<file path="src/rtl/fdet_pkg.sv">
package fdet_pkg;

    // Symbolic framing phases of the reduced controller
    typedef enum logic [1:0] {
        PH_FIRST  = 2'd0,   // waiting for bit 1 of a frame
        PH_SECOND = 2'd1,   // bit 1 seen, waiting for bit 2
        PH_MID0   = 2'd2,   // bit 2 was 0, waiting for bit 3
        PH_MID1   = 2'd3    // bit 2 was 1, waiting for bit 3
    } phase_e;

    localparam int NUM_PHASES = 4;
    localparam int FRAME_LEN  = 3;

    // Width of the stored state code for a given encoding choice
    function automatic int code_width(input bit one_hot);
        return one_hot ? NUM_PHASES : $clog2(NUM_PHASES);
    endfunction

    // Phase reached after consuming one valid bit
    function automatic phase_e advance(input phase_e cur, input logic b);
        phase_e nxt;
        case (cur)
            PH_FIRST:  nxt = PH_SECOND;
            PH_SECOND: nxt = b ? PH_MID1 : PH_MID0;
            default:   nxt = PH_FIRST;     // closing bit: frame ends
        endcase
        return nxt;
    endfunction

    // Mealy match condition on the closing bit
    function automatic logic closes_match(input phase_e cur, input logic b);
        return (cur == PH_MID1) && !b;
    endfunction

endpackage

</file>
<file path="src/rtl/fdet_step.sv">
module fdet_step
    import fdet_pkg::*;
(
    input  phase_e cur,
    input  logic   bit_valid,
    input  logic   bit_in,
    output phase_e nxt
);

    always_comb begin
        if (bit_valid) nxt = advance(cur, bit_in);
        else           nxt = cur;
    end

endmodule

</file>
<file path="src/rtl/fdet_store.sv">
module fdet_store
    import fdet_pkg::*;
#(
    parameter bit ONE_HOT = 1'b0,
    parameter int CW      = code_width(ONE_HOT)
) (
    input  logic          clk,
    input  logic          rst,
    input  phase_e        nxt,
    output phase_e        cur,
    output logic [CW-1:0] code
);

    generate
        if (ONE_HOT) begin : g_onehot
            logic [CW-1:0] code_q;
            logic [CW-1:0] unit;
            assign unit = CW'(1);

            always_ff @(posedge clk) begin
                if (rst) code_q <= unit;
                else     code_q <= unit << nxt;
            end

            always_comb begin
                cur = PH_FIRST;
                for (int i = 0; i < NUM_PHASES; i++) begin
                    if (code_q[i]) cur = phase_e'(i[1:0]);
                end
            end

            assign code = code_q;
        end else begin : g_dense
            logic [CW-1:0] code_q;

            always_ff @(posedge clk) begin
                if (rst) code_q <= CW'(PH_FIRST);
                else     code_q <= CW'(nxt);
            end

            assign cur  = phase_e'(code_q[1:0]);
            assign code = code_q;
        end
    endgenerate

endmodule

</file>
<file path="src/rtl/fdet_flag.sv">
module fdet_flag
    import fdet_pkg::*;
(
    input  logic   rst,
    input  phase_e cur,
    input  logic   bit_valid,
    input  logic   bit_in,
    output logic   detect
);

    always_comb begin
        detect = !rst && bit_valid && closes_match(cur, bit_in);
    end

endmodule

</file>
<file path="src/rtl/frame_pattern_detector.sv">
module frame_pattern_detector
    import fdet_pkg::*;
#(
    parameter bit ONE_HOT = 1'b0
) (
    input  logic clk,
    input  logic rst,
    input  logic bit_valid,
    input  logic bit_in,
    output logic detect
);

    localparam int CW = code_width(ONE_HOT);

    phase_e        phase;
    phase_e        phase_nxt;
    logic [CW-1:0] state_code;

    fdet_step u_step (
        .cur       (phase),
        .bit_valid (bit_valid),
        .bit_in    (bit_in),
        .nxt       (phase_nxt)
    );

    fdet_store #(
        .ONE_HOT (ONE_HOT),
        .CW      (CW)
    ) u_store (
        .clk  (clk),
        .rst  (rst),
        .nxt  (phase_nxt),
        .cur  (phase),
        .code (state_code)
    );

    fdet_flag u_flag (
        .rst       (rst),
        .cur       (phase),
        .bit_valid (bit_valid),
        .bit_in    (bit_in),
        .detect    (detect)
    );

endmodule

</file>
<file path="config.mk">
export PLATFORM = sky130hd
export DESIGN_NAME = frame_pattern_detector
export DESIGN_NICKNAME = d
export VERILOG_FILES = /design/src/rtl/fdet_pkg.sv /design/src/rtl/fdet_step.sv /design/src/rtl/fdet_store.sv /design/src/rtl/fdet_flag.sv /design/src/rtl/frame_pattern_detector.sv
export SDC_FILE = /design/constraint.sdc
export NUM_CORES = 1
export LEC_CHECK = 0
export BUFFER_PORTS_ARGS = -buffer_cell sky130_fd_sc_hd__buf_2
export CAP_MARGIN = 20
export CORE_AREA = 4 4 41 43
export CTS_BUF_LIST = sky130_fd_sc_hd__clkbuf_8
export CTS_CLUSTER_DIAMETER = 200
export CTS_CLUSTER_SIZE = 25
export DETAILED_ROUTE_END_ITERATION = 8
export DIE_AREA = 0 0 45 47
export PLACE_DENSITY_LB_ADDON = 0.05
export SETUP_SLACK_MARGIN = 0.4
export SLEW_MARGIN = 20
export SYNTH_ARGS = -nofsm -noshare
export SYNTH_HDL_FRONTEND = slang
export SYNTH_HIERARCHICAL = 1
export SYNTH_SLANG_ARGS = --single-unit
</file>
<file path="constraint.sdc">
create_clock -name clk -period 0.9 [get_ports clk]
set_input_delay 0.135 -clock clk [delete_from_list [all_inputs] [get_ports clk]]
set_output_delay 0.135 -clock clk [all_outputs]
set_load 0.05 [all_outputs]
</file>
Word-level counts from Yosys, hierarchy flattened
Cells that the tools add are included.
Word-level totals
  register bits: 2
  bits of input ports: 4
  output and inout bits: 1
  word-level logic and storage cells: 11
Operators by class
  equal/unequal tests: 2
  muxes and demuxes: 2
  reduce and logical (&&, ||, !) cells: 6
Operator list (number)
  2-bit one-hot mux with 2 select lines: 1
  1-bit logical AND: 3
  2-bit by 1-bit == test with 1-bit output (second input constant): 1
  2-bit == test (second input constant): 1
  1-bit logical NOT: 2
  2-bit logical NOT: 1
  1-bit two-way mux: 1

Depth between registers and ports, before layout
Gate-level depths: netlist of run 1.
  word-level depth: 3
  mapped depth: 4
  mapped depth without buffers: 3

Hierarchy
Netlist of run 1, hierarchy kept.
By module, submodules not included
  fdet_store: instances 1, cells an instance 6, area an instance 67.6 um^2, sequential area each 40.0 um^2
  fdet_step: instances 1, cells an instance 6, area an instance 38.8 um^2, sequential area each 0.0 um^2
  fdet_flag: instances 1, cells an instance 2, area an instance 12.5 um^2, sequential area each 0.0 um^2

Least setup slack after synthesis of run 1
Ideal clock, no wire load.
  path kind: reg2out
  from: reg u_store.g_dense.code_q[0], in the netlist u_store/code[0]
  to: out detect
  data arrival time: 0.869 ns
  data required time: 0.765 ns
  path slack: -0.104 ns
  stages on the path, launching flop included: 3
  path buffers: 1
  cells stage by stage: dfxtp_1 > buf_4 > and4_1
On the way
  longest elaborated chain between the ends: 3
Ends and longest elaborated chain
  start: declaration: line fdet_store.sv:34  | logic [CW-1:0] code_q;
  start signal: assignment: line fdet_store.sv:37  | if (rst) code_q <= CW'(PH_FIRST);
  start signal: assignment: line fdet_store.sv:38  | else code_q <= CW'(nxt);
  2-bit == test: line fdet_pkg.sv:32  | return (cur == PH_MID1) && !b;
  1-bit logical AND: line fdet_pkg.sv:32
  1-bit logical AND: line fdet_flag.sv:12  | detect = !rst && bit_valid && closes_match(cur, bit_in);
  end: declaration: line frame_pattern_detector.sv:10  | output logic detect
Every way passes these cells.

Worst setup path after layout of run 1
  from: reg u_store.g_dense.code_q[1], in the netlist u_store/code[1]
  to: out detect
Same word-level chain as after synthesis.

==> results of run 1 <==
==> repair_timing <==
item                                   4_1_cts  5_1_grt
buffers inserted                             1        1
endpoints found under the hold margin        0        0
gates resized for setup                      5        1
pin swaps                                    2        2
cloned                                       0        0
setup endpoints to repair                    3        3
==> worst min-delay path, delay by kind of cell <==
family	cells	cell delay (ns)
buffers and inverters	2	0.19
AND/OR/NAND/NOR	1	0.03
==> through the flow <==
step	cell area, µm²	utilization	setup slack, ns	setup TNS, ns	hold slack [ns]
final	229	0.176	-0.127	-0.127	0.185
after global routing	229	0.176	-0.161	-0.203	0.186
after CTS	214	0.164	-0.132	-0.132	0.179
after detailed placement	153	0.117	-0.0389	-0.0389	0.412
after global placement	153	0.117	-0.0492	-0.0492	0.416
after floorplan	121	-	0.0716	0	0.207
==> metal layers <==
layer / track usage / vias to the layer above / routed length, µm
li1: - / 60 / -
met1: 0.0498 / 58 / 148
met2: 0.0424 / 4 / 121
met3: 0.0230 / 2 / 19
met4: 0.0702 / 0 / 5
met5: 0 / - / 0
==> kinds of logic after synthesis <==
logic type      count (synthesis)  synth area share
compound gates                  2             0.126
buf+inv                         3             0.158
flops                           2             0.337
simple gates                    7             0.379
==> report_power, final <==
part           total (mW)  switching, mW  internal, mW
clock               0.351         0.0687         0.283
combinational      0.0462         0.0180        0.0282
sequential          0.100        0.00380        0.0962
==> layout make-up <==
type	instances	area, µm²
tap	15	18.8
clock buffer	3	41.3
multi-input combinational	9	70.1
sequential	2	42.5
inverter	1	3.75
fill	157	1070
timing repair buffer	7	52.6
==> cell usage in the layout, fill, tap and decap left out, drive strengths merged <==
cell type / synthesis / routed
o21ai: 1 / 1
nor2b: 3 / 3
inv: 1 / 1
and4: 1 / 1
dfxtp: 2 / 2
buf: 2 / 7
nor2: 1 / 1
clkbuf: 0 / 3
o22ai: 1 / 1
nand2b: 1 / 1
or2b: 1 / 1
==> worst max path at each step <==
stage	end	slack, ns	cells past startpoint
finish	detect	-0.13	2
global route	detect	-0.16	2
CTS	detect	-0.13	2
global placement	detect	-0.05	2
detailed placement	detect	-0.04	4
floorplan	detect	0.07	2
==> flow_summary.toml, run 1 <==
[die]
num_rows = 13
coreArea_um2 = 1300
chipWidth_um = 45
die_y_um = 47
io_pins = 5
die_area_um2 = 2120
start_util = 0.0913

[placed_design]
place.gp.congestion = 0.671
placed_cells = 32
hpwl_um = 184
port_buffers = 4

[synthesis]
yosys-top-cells-area = "dfxtp_1, nor2b_1, buf_4, and4_1, o21ai_2"
yosysSeqAreaShare = 0.337
syn-cell-area_um2 = 119
netlist.area_leader.share = 0.337
synth-seq-cells = 2
yosys-top-cells-count = "nor2b_1, buf_4, dfxtp_1"
ys_types = 10
async_flop_share = 0
syn_area_per_cell_um2 = 8.49
synthFlopType = "dfxtp_1"
synth.most_common_cell = "nor2b_1"
synth_top_area_cell = "dfxtp_1"
syn_nets = 18
synth_edf_count = 0
syn_inst = 14
yosysWarnings = 6

[timing]
worst_clock_skew_ns = 0.00146
hold_viol_final = 0
setup_ws_ns = -0.127
finalSetupViolations = 1
grt_setup_unrepaired = "yes"
min_period_ns = 1.03
drv_slew = 0
max_freq_ghz = 0.974
worstMarginPinSlew_ns = 0.120
slew_headroom = 0.920
finalCritPeriodShare = 1.14

[clock_tree]
cts_tree = "done"
clock_sinks = 2
cts_buffers = 3
insertion_delay_ns = 0.21
cts_hold_buf = 0
clock-root-buffer = "clkbuf_8"
cts.reportedPaths.clkPinSlew_ns = 0.03
clk_path_buf_depth = 2
h-tree-depth = 1

[worst_setup_path]
cp_cell_sequence = "and4_4 > buf_8"
max_stage_delay_ns = 0.32
crit_path_end_kind = "output pin"
worst-setup-path-type = "flip-flop to output pin"
reg2reg_to = "u_store/code[1]"
cp_max_fo = 2
cp.arrival_ns = 0.89
cp-start-kind = "flip-flop"
r2r.worst_path.cells = 4
crit_required_ns = 0.76
r2r-start = "u_store/code[1]"
crit_slowest_cell = "dfxtp_2"
reg2reg_slack_ns = 0.01
worst-path-buf-inv = 1
critPathTopFamily = "flip-flops"
cp-startpoint = "u_store/code[1]"

[run_status]
violations = "setup timing"
outcome = "finished, violations left"

[detailed_routing]
drc = 0
avgRoutedWirePerCell_um = 7.97
ant_nets = 0
first_iter_violations = 3
drtPass1Iterations = 4
vias_per_cell = 3.35
via_count = 124
drt-total-wl_um = 295

[job]
drv_cap = 0

[grt]
grt_pass1_vias = 128
grt_max_degree = 5
grt.total_usage = 0.0434
grt_pass1_wl_um = 538
grt_overflow = 0
antenna_found_initial = 0

[power]
leakagePower_nw = 0.100
peakVddDrop_uv = 230
powerDensity_nw_per_um2 = 2170
fin_total_pwr_mw = 0.498

[final_layout]
finalNetCount = 28
largest_reg_flops = 2
drive_gt1_frac = 0.682
area_growth_pct = 92.6
antenna_cells = 0
layoutNonFillerInstCount = 37

[worst_hold_path]
min_to = "u_store/code[1]"
hold_path_startpoint = "rst"
min_path_type = "input pin to flip-flop"
whs_path_depth = 3
Note: power is estimated with default switching activity, not from simulation.
==> run 2: changes to the inputs <==
Settings changed: ABC_AREA from default to 1.
==> flow_summary.toml, run 2 <==
[synthesis]
synthFlopType = "dfxtp_1"
syn-cell-area_um2 = 138
yosys-top-cells-area = "dfxtp_1, inv_1, nand2_1, buf_4, nor2_1"
synth.most_common_cell = "inv_1"
yosysWarnings = 6
ys_types = 9
synth-seq-cells = 2
yosys-top-cells-count = "inv_1, nand2_1, nor2_1"
syn_area_per_cell_um2 = 5.98
netlist.area_leader.share = 0.291
yosysSeqAreaShare = 0.291
syn_inst = 23
synth_edf_count = 0
synth_top_area_cell = "dfxtp_1"
async_flop_share = 0
syn_nets = 27

[final_layout]
area_growth_pct = 75.5
antenna_cells = 0
utilization = 0.186
drive_gt1_frac = 0.500
final_cell_mix = "inv_1, nand2_1, clkbuf_8, buf_2"
layoutNonFillerInstCount = 45
finalNetCount = 36
largest_reg_flops = 2
layout_commonest_cell = "inv_1"
n_fill_cell = 158

[die]
start_util = 0.106
num_rows = 13
die_y_um = 47
io_pins = 5
die_area_um2 = 2120
chipWidth_um = 45
coreArea_um2 = 1300

[worst_setup_path]
reg2reg_slack_ns = 0.07
reg2reg_to = "u_store/code[1]"
cp.arrival_ns = 0.85
max_stage_delay_ns = 0.34
critPathTopFamily = "flip-flops"
cp_max_fo = 2
cp-start-kind = "flip-flop"
crit_slowest_cell = "dfxtp_2"
worst-setup-path-type = "flip-flop to output pin"
r2r.worst_path.cells = 6
crit_path_end_kind = "output pin"
cp_cell_sequence = "nand3_4 > nor2_4 > buf_6"
crit_required_ns = 0.76
r2r-start = "u_store/code[1]"
worst-path-buf-inv = 1

[clock_tree]
cts_tree = "done"
clock_sinks = 2
clock-root-buffer = "clkbuf_8"
cts.reportedPaths.clkPinSlew_ns = 0.03
post_cts_buffers = 0
h-tree-depth = 1
clk_path_buf_depth = 2
insertion_delay_ns = 0.21
cts_buffers = 3
cts_hold_buf = 0

[placed_design]
place.gp.congestion = 0.588
place_ws_ns = 0.0000464
port_buffers = 4
placed_cells = 42
hpwl_um = 253

[grt]
grt.total_usage = 0.0418
grt_max_degree = 5
antenna_found_initial = 0
busiest_layer = "met4"
grt_pass1_vias = 138
use_met1 = 0.0362
met3_usage = 0.0268
use_met2 = 0.0508
grt_pass1_wl_um = 524
grt_overflow = 0

[timing]
grt_setup_unrepaired = "yes"
hold_viol_final = 0
setup_ws_ns = -0.0889
min_period_ns = 0.989
worst_clock_skew_ns = 0.00144
worstMarginPinSlew_ns = 0.0998
slew_headroom = 0.933
finalCritPeriodShare = 1.10
max_freq_ghz = 1.01
fin_hold_ws_ns = 0.126
drv_slew = 0
finalSetupViolations = 1

[run_status]
violations = "setup timing"
outcome = "finished, violations left"

[power]
powerDensity_nw_per_um2 = 2040
leakagePower_nw = 0.119
peakVddDrop_uv = 569

[detailed_routing]
first_iter_violations = 4
via_count = 134
vias_per_cell = 2.98
drc = 0
ant_nets = 0
drt-total-wl_um = 303
avgRoutedWirePerCell_um = 6.73
drtPass1Iterations = 2

[worst_hold_path]
min_path_type = "input pin to flip-flop"
min_to = "u_store/code[0]"
hold_path_startpoint = "rst"
whs_path_depth = 2

[job]
drv_cap = 0
## run 2: cell types whose count changed after synthesis, moves of 2 or more
cell     previous run  this run
inv_1               1         7
nor2b_1             3         0
nor2_1              1         3
nand2_1             0         5
## run 2: logic make-up after synthesis
group	share of synthesized area
and+or+nand+nor	0.373
DFF	0.291
buffers and inverters	0.300
AOI/OAI and AO/OA	0.0363
## run 2: area by class of cell
cell class,instances,area [µm²],area share
clock buffer,3,41.3,0.171
inverter,7,26.3,0.109
timing repair buffer,6,41.3,0.171
sequential,2,42.5,0.176
tap,15,18.8,0.0777
multi-input combinational,12,71.3,0.295
## run 2: through the flow
step	power, mW	setup TNS, ns	area [µm²]
finish	0.492	-0.0889	241
detailed placement	0.150	0	191
floorplan	0.139	0	160
global route	0.523	-0.136	241
CTS	0.505	-0.105	239
global placement	0.151	-0.000473	191
## run 2: metal layers
layer	share of wire	wire, µm
met5	0	0
met1	0.49	149
met4	0	0
met3	0.079	24
met2	0.43	129
## run 2: report_power, final
part	leakage [nW]	total [mW]	internal, mW	switching (mW)
Sequential	0.0172	0.102	0.0964	0.00560
Clock	0.0216	0.343	0.282	0.0609
Combinational	0.0802	0.0476	0.0219	0.0257
Total	0.119	0.492	0.400	0.0922
## run 2: worst max path at each step
stage	start	to	slack [ns]	cells after the start
after floorplan	u_store/code[1]	detect	0.02	3
after global placement	u_store/code[1]	detect	-0.0005	3
after detailed placement	u_store/code[1]	detect	0.00005	3
after CTS	u_store/code[1]	detect	-0.11	3
after global routing	u_store/code[1]	detect	-0.14	3
final	u_store/code[1]	detect	-0.09	3
## run 2: what timing repair did
| item | 4_1_cts | 5_1_grt |
|---|---|---|
| hold endpoints to repair | 0 | 0 |
| resized for setup | 3 | 1 |
| setup endpoints to repair | 3 | 3 |
| pin swaps | 4 | 1 |
==> run 3: changes to the inputs <==
Settings changed: CELL_PAD_IN_SITES_DETAIL_PLACEMENT from default to 0, CELL_PAD_IN_SITES_GLOBAL_PLACEMENT from default to 1, MAX_ROUTING_LAYER from default to met4.
==> flow_summary.toml, run 3 (synthesis results as in run 2) <==
[power]
powerDensity_nw_per_um2 = 1840
leakagePower_nw = 0.132
peakVddDrop_uv = 518

[worst_setup_path]
cp-start-kind = "flip-flop"
cp_max_fo = 2
worst-setup-path-type = "flip-flop to output pin"
cp.arrival_ns = 0.85
crit_path_end_kind = "output pin"
crit_required_ns = 0.76

[detailed_routing]
drtPass1Iterations = 2
drc = 0
vias_per_cell = 2.96
drt-total-wl_um = 329
via_count = 139
first_iter_violations = 1
ant_nets = 0
avgRoutedWirePerCell_um = 7.00

[grt]
grt_pass1_vias = 128
grt_pass1_wl_um = 558
antenna_found_initial = 0
grt.total_usage = 0.0456
grt_overflow = 0
grt_max_degree = 5

[timing]
worstMarginPinSlew_ns = 0.109
finalSetupViolations = 2
hold_viol_final = 0
finalCritPeriodShare = 1.10
max_freq_ghz = 1.01
drv_slew = 0
tns_ns = -0.106
worst_clock_skew_ns = 0.00108
grt_setup_unrepaired = "yes"
slew_headroom = 0.927
min_period_ns = 0.988
setup_ws_ns = -0.0882
fin_hold_ws_ns = 0.185

[final_layout]
antenna_cells = 0
finalNetCount = 38
drive_gt1_frac = 0.531
final_cell_mix = "inv_1, nand2_1, clkbuf_8, buf_2, buf_6"
area_growth_pct = 97.3
layout_commonest_cell = "inv_1"
largest_reg_flops = 2

[clock_tree]
cts_buffers = 3
cts_hold_buf = 0
clock_sinks = 2
cts.reportedPaths.clkPinSlew_ns = 0.03
clk_path_buf_depth = 2
h-tree-depth = 1
cts_tree = "done"
insertion_delay_ns = 0.21
clock-root-buffer = "clkbuf_8"

[run_status]
outcome = "finished, violations left"
violations = "setup timing"

[worst_hold_path]
min_path_type = "input pin to flip-flop"

[placed_design]
place.gp.congestion = 0.581
port_buffers = 4
hpwl_um = 291

[die]
chipWidth_um = 45
coreArea_um2 = 1300
num_rows = 13
die_y_um = 47
die_area_um2 = 2120
start_util = 0.106
io_pins = 5

[job]
drv_cap = 0
-- run 3: changes by cell type in the layout (fill, tap and decap cells not counted), sizes merged --
cell  delta
buf      +2
-- run 3: stage by stage --
step | total power, mW | setup WS [ns] | util | cell area (µm²) | instances
3_5_place_dp | 0.154 | -0.00359 | 0.153 | 199 | 43
6_report | 0.500 | -0.0882 | 0.209 | 272 | 47
4_1_cts | 0.509 | -0.105 | 0.203 | 264 | 47
5_1_grt | 0.526 | -0.131 | 0.209 | 272 | 47
3_3_place_gp | 0.154 | 0.00339 | 0.153 | 199 | 43
2_1_floorplan | 0.139 | 0.0164 | - | 160 | 23
-- run 3: power breakdown --
part           switching, mW  internal, mW
registers            0.00621        0.0946
logic                 0.0284        0.0307
clock network         0.0585         0.282
total                 0.0932         0.407
-- run 3: layer usage --
| metal | GRT usage | wire length (µm) |
|---|---|---|
| met1 | 0.0430 | 152 |
| met3 | 0.0460 | 37 |
| met5 | - | 0 |
| met4 | 0.0351 | 0 |
| met2 | 0.0537 | 139 |
-- run 3: final timing paths --
path                        start         endpoint  slack [ns]  cells after the start
hold / removal                rst  u_store/code[1]        0.19                      3
setup reg to reg  u_store/code[1]  u_store/code[1]       -0.02                      7
setup / recovery  u_store/code[0]           detect       -0.09                      3
hold reg to reg   u_store/code[0]  u_store/code[0]        0.68                      5
-- run 3: cell type report --
cell class	instances	area (µm²)
Timing Repair Buffer	8	63.8
Multi-Input combinational cell	12	76.3
Sequential cell	2	45.0
Clock buffer	3	41.3
Fill cell	158	1030
Tap cell	15	18.8
Inverter	7	26.3
-- run 3: critical path: stages, from the launching register on --
cell	delay (ns)
dfxtp_2	0.34
nand3_4	0.08
nor2_4	0.08
buf_6	0.15
-- run 3: repair_timing --
item | 4_1_cts | 5_1_grt
setup buffers | 1 | 0
pin swaps | 5 | 3
gates resized for setup | 6 | 2
cloned | 0 | 0
setup endpoints to repair | 3 | 3
